[src/rtl/gcsr_pkg.sv]
package gcsr_pkg;
  localparam int CSR_W   = 8;
  localparam int NFLAG   = 2;
  localparam int WEN_B   = 1;
  localparam int ARM_B   = 2;
  localparam int LOCK_B  = 3;

  // flag i sits at bit (CSR_W-1-i)
  function automatic int flag_pos(input int i);
    return CSR_W - 1 - i;
  endfunction

  typedef struct packed {
    logic wen;
    logic arm;
    logic lock;
  } ctl_t;
endpackage

[src/rtl/gcsr_reg_decode.sv]
module gcsr_reg_decode
  import gcsr_pkg::*;
#(
  parameter int DATA_W = CSR_W,
  parameter int NUM_FLAGS = NFLAG
) (
  input  ctl_t                 cur,
  input  logic [DATA_W-1:0]    data,
  output logic                 accept,
  output ctl_t                 nxt,
  output logic [NUM_FLAGS-1:0] flag_val
);
  localparam logic [DATA_W-1:0] CTL_MASK = DATA_W'((1 << WEN_B) | (1 << ARM_B));

  always_comb begin
    nxt = cur;
    accept = 1'b0;
    if (cur.arm) begin
      accept   = 1'b1;
      nxt.wen  = data[WEN_B];
      nxt.arm  = 1'b0;
      nxt.lock = data[LOCK_B];
    end else begin
      accept = ((data & ~CTL_MASK) == '0)
             && !(data[ARM_B] && !(cur.wen && data[WEN_B]))
             && (cur.wen || data[WEN_B]);
      nxt.wen = data[WEN_B];
      nxt.arm = data[ARM_B];
    end
  end

  for (genvar i = 0; i < NUM_FLAGS; i++) begin : g_fv
    assign flag_val[i] = data[flag_pos(i)];
  end
endmodule

[src/rtl/gcsr_dcp_gate.sv]
module gcsr_dcp_gate (
  input  logic wen,
  input  logic lock,
  input  logic nv,
  input  logic wp,
  output logic allow
);
  always_comb begin
    allow = wen && !lock && !(nv && wp);
  end
endmodule

[src/rtl/gcsr_flag.sv]
module gcsr_flag (
  input  logic clk,
  input  logic rst_n,
  input  logic wr_en,
  input  logic wr_val,
  input  logic mon_hi,
  output logic q
);
  logic q_d;

  always_comb begin
    q_d = q;
    if (!mon_hi)    q_d = 1'b0;
    else if (wr_en) q_d = wr_val;
  end

  always_ff @(posedge clk or negedge rst_n) begin
    if (!rst_n) q <= 1'b0;
    else        q <= q_d;
  end
endmodule

[src/rtl/gcsr_top.sv]
module gcsr_top
  import gcsr_pkg::*;
#(
  parameter int DATA_W = CSR_W,
  parameter int NUM_FLAGS = NFLAG
) (
  input  logic                 clk,
  input  logic                 rst_n,
  input  logic                 wr_stb,
  input  logic                 wr_to_dcp,
  input  logic                 wr_nv,
  input  logic [DATA_W-1:0]    wr_data,
  input  logic                 wp_in,
  input  logic [NUM_FLAGS-1:0] mon_hi_in,
  output logic [DATA_W-1:0]    csr_q,
  output logic                 ack,
  output logic                 nack,
  output logic                 dcp_wr_ok,
  output logic                 lock_o
);
  ctl_t                 ctl_q, ctl_d, dec_nxt;
  logic                 dec_accept, dcp_allow;
  logic [NUM_FLAGS-1:0] flag_q, flag_val;
  logic                 reg_wr, dcp_wr, commit;
  logic                 ack_d, nack_d, dok_d;

  gcsr_reg_decode #(.DATA_W(DATA_W), .NUM_FLAGS(NUM_FLAGS)) u_dec (
    .cur(ctl_q), .data(wr_data), .accept(dec_accept),
    .nxt(dec_nxt), .flag_val(flag_val)
  );

  gcsr_dcp_gate u_gate (
    .wen(ctl_q.wen), .lock(ctl_q.lock), .nv(wr_nv), .wp(wp_in), .allow(dcp_allow)
  );

  always_comb begin
    reg_wr = wr_stb && !wr_to_dcp;
    dcp_wr = wr_stb && wr_to_dcp;
    commit = reg_wr && dec_accept;
    ctl_d  = commit ? dec_nxt : ctl_q;
    dok_d  = dcp_wr && dcp_allow;
    ack_d  = commit || dok_d;
    nack_d = wr_stb && !ack_d;
  end

  always_ff @(posedge clk or negedge rst_n) begin
    if (!rst_n) begin
      ctl_q     <= '0;
      ack       <= 1'b0;
      nack      <= 1'b0;
      dcp_wr_ok <= 1'b0;
    end else begin
      ctl_q     <= ctl_d;
      ack       <= ack_d;
      nack      <= nack_d;
      dcp_wr_ok <= dok_d;
    end
  end

  for (genvar i = 0; i < NUM_FLAGS; i++) begin : g_flag
    gcsr_flag u_flag (
      .clk(clk), .rst_n(rst_n),
      .wr_en(commit && ctl_q.arm), .wr_val(flag_val[i]),
      .mon_hi(mon_hi_in[i]), .q(flag_q[i])
    );
  end

  always_comb begin
    csr_q = '0;
    csr_q[WEN_B]  = ctl_q.wen;
    csr_q[ARM_B]  = ctl_q.arm;
    csr_q[LOCK_B] = ctl_q.lock;
    for (int i = 0; i < NUM_FLAGS; i++) csr_q[flag_pos(i)] = flag_q[i];
    lock_o = ctl_q.lock;
  end
endmodule

[config.mk]
export PLATFORM = sky130hd
export DESIGN_NAME = gcsr_top
export DESIGN_NICKNAME = d
export VERILOG_FILES = /design/src/rtl/gcsr_pkg.sv /design/src/rtl/gcsr_reg_decode.sv /design/src/rtl/gcsr_dcp_gate.sv /design/src/rtl/gcsr_flag.sv /design/src/rtl/gcsr_top.sv
export SDC_FILE = /design/constraint.sdc
export NUM_CORES = 1
export LEC_CHECK = 0
export ABC_CLOCK_PERIOD_IN_PS = 1300
export BUFFER_PORTS_ARGS = -buffer_cell sky130_fd_sc_hd__buf_4
export CORE_AREA = 5 5 42 44
export DETAILED_ROUTE_END_ITERATION = 7
export DIE_AREA = 0 0 47 49
export PLACE_DENSITY = 0.66
export SETUP_SLACK_MARGIN = 0.1
export SYNTH_ARGS = -nofsm -noshare
export SYNTH_HDL_FRONTEND = slang
export SYNTH_SLANG_ARGS = --single-unit
[constraint.sdc]
create_clock -name clk -period 1.3 [get_ports clk]
set_input_delay 0.195 -clock clk [delete_from_list [all_inputs] [get_ports clk]]
set_output_delay 0.195 -clock clk [all_outputs]
set_load 0.01 [all_outputs]
==> reports/qor.yml <==
yosys:
  post_synth_mux_area_share: 0.05785
  synthCells: 42
  synth_adder_area_share: 0.02204
  synth_common_cells: "dfrtp_1 (8), buf_4 (7), nand2_1 (4)"
  post_synth_instance_area_sq_um: 454.2
  yosys.area_share.xor_xnor: 0
  synth_ff_type: "dfrtp_1"
  synth_top_area_share: 0.4408
  synth_most_common_cell: "dfrtp_1"
  synth_top_family_by_area: "simple AND/OR/NAND/NOR gates"
  yosys.area_share.simple: 0.2094
  synth_area_per_cell_sq_um: 10.81
  number_of_enable_type_register_cells_in_the_synthesized_netlist: 0
  synth.ff_latch_count: 8
  synth-compound-area-share: 0.1295
  netlist_top_cells_area: "dfrtp_1 (44%), buf_4 (12%), nor4_4 (4.7%), nand3_1 (3.3%), a21boi_0 (3.3%)"
  ys_warn_count: 0
  yosysUniqueCellTypes: 22
  asyncSetResetFlopFracSynth: 1.000
  yosysSeqAreaShare: 0.4408
  synth_area_leader_cell: "dfrtp_1"
place:
  dp_hpwl_um: 835.1
  placed_area_sq_um: 616.8
  dpl.cell_count: 78
  gp_congestion: 0.6554
  io_buffers: 24
route:
  initialDrtViolationCount: 1
  routed_wire_length_per_instance_um: 11.80
  routed-via-count: 385
  final_antenna_net_count: 0
  drt-pass1-iter-count: 4
  detail_route.wirelength_um: 979
  vias_per_cell: 4.639
  drcViolationCount: 0
finish:
  fillerInstances: 138
  final_area_sq_um: 669.4
  finish.net_count: 85
  multi_input_comb_area_sq_um: 206.4
  area.growth.synth_to_final_pct: 47.38
  insertedDiodeCount: 0
  drive_gt1_frac: 0.5522
  area.sequential_sq_um: 200.2
  post_layout_nonfiller_instances: 83
cts:
  tritoncts: "yes"
  cts_buffer_depth: 2
  htree_levels: 1
  clk_root_buffer_cell: "clkbuf_4"
  worst_setup_hold_path_clk_slew_ps: 50
  worst_skew_pair.late_latency_ps: 240
  numCtsBuffers: 3
  clock-sinks: 8
floorplan:
  io_pins: 28
  floorplan.core_area_sq_um: 1401
  initial_utilization: 0.3241
  floorplan.rows: 14
  fp.dieArea_sq_um: 2303
  die-width_um: 47
  die_y_um: 49
pwr:
  lkg_pwr_nw: 0.3417
  powerDensity_nw_per_um2: 790.8
  irDropWorstVdd_mv: 0.3778
  finalPower_mw: 0.5294
sta:
  slew_viol_final: 0
  finalClockSkew_ps: 0.4105
  hold_violations: 0
  number_of_endpoints_failing_setup_at_the_final_stage: 0
  tns_ps: 0
  grt_setup_unrepaired: "yes"
  period_needed_ps: 1245
  min_period_over_period: 0.9575
  achievable-frequency_ghz: 0.8034
setup_path:
  reg2reg_depth: 2
  worst_setup_path_end_kind: "flip-flop"
  critPathLaunchType: "input pin"
  worstSetupPathType: "in2reg"
  arrival_time_at_the_worst_endpoint_ps: 1370
  worstPathMaxFanout: 2
  data_required_time_of_the_worst_path_ps: 1430
global_route:
  grt_overflow_total: 0
  grt_start_max_net_pins: 9
  grt_util_all_layers: 0.09568
  antenna_violations_before_repair: 0
  first_global_vias: 381
  grt_first_pass_wirelength_um: 1573
job:
  cap_violations: 0
worst_hold_path:
  hold_path.class: "in2reg"
  timing.hold.worst_path_depth: 2
status:
  outcome: "finished clean"
[cell usage in the layout, fill, tap and decap left out, drive strengths merged]
cell and count:
a21boi 2, a21o 1, a21oi 1, and2b 1, buf 26, clkbuf 3
conb 3, dfrtp 8, dlygate4sd3 1, inv 2, maj3 1, mux2 2
nand2 4, nand2b 1, nand3 3, nand4b 1, nor3 1, nor4 1
o211a 1, o21ai 2, o31ai 1, or4 1
[layer usage]
metal,vias up,GRT usage,wire [um]
met1,176,0.1233,407
li1,189,-,-
met2,18,0.1335,467
met4,0,0.09677,19
met3,2,0,84
met5,-,0,0
[cell type report]
type,count,area share
inverters,2,0.01121
flip-flops and latches,8,0.2991
repair buffers,27,0.3178
clock buffers,3,0.03364
well taps,16,0.02991
multi-input cells,27,0.3084
[cell families after synthesis]
group                    count (synthesis)
AND/OR/NAND/NOR                         13
buffers and inverters                    9
AO/OA/AOI/OAI                            8
flip-flops                               8
multiplexers                             2
adder cells (fa/ha/maj)                  1
other                                    1
[sequential cells by signal, summed over array words and instances (netlist names)]
name and cells:
ack 1, csr_q 2, dcp_wr_ok 1, g_flag.u_flag.q 2, lock_o 1, nack 1
[power by group]
| group | internal (mW) | switching, mW | leakage, nW |
|---|---|---|---|
| clock | 0.105 | 0.0721 | 0.0138 |
| sequential | 0.255 | 0.00262 | 0.109 |
| combinational | 0.0561 | 0.0392 | 0.219 |
[critical path, stage by stage]
cell and delay [ps]:
buf_6 90, or4_4 550, nor4_4 160, o21ai_2 80, mux2_4 290
[through the flow]
| step | hold WS, ps | worst slack [ps] | utilization |
|---|---|---|---|
| 6_report | 197.5 | 55.30 | 0.4777 |
| 5_1_grt | 194.6 | 21.37 | 0.4777 |
| 4_1_cts | 182.4 | 48.66 | 0.4634 |
| 3_5_place_dp | 17.19 | -215.1 | 0.4402 |
| 3_3_place_gp | 16.99 | -209.6 | 0.4402 |
| 2_1_floorplan | -100.6 | -72.43 | - |
[final timing paths]
kind / startpoint / to / slack [ps]
max reg2reg: csr_q[2]$_DFFE_PN0P_ / lock_o$_DFFE_PN0P_ / 220
max: wr_data[7] / csr_q[1]$_DFFE_PN0P_ / 60
min: wr_data[1] / csr_q[1]$_DFFE_PN0P_ / 200
max in group asynchronous: rst_n / dcp_wr_ok$_DFF_PN0_ / 870
min reg2reg: g_flag[0].u_flag.q$_DFFE_PN0P_ / g_flag[0].u_flag.q$_DFFE_PN0P_ / 540
min in group asynchronous: rst_n / g_flag[0].u_flag.q$_DFFE_PN0P_ / 310
[timing repair]
item / in CTS / in global routing
pin swaps: 0 / 1
setup buffers: 0 / 1
hold buffers: 1 / 0
gates resized for setup: 0 / 4
setup endpoints to repair: 2 / 4
hold endpoints to repair: 8 / 0
(Power assumes the default switching activity.)
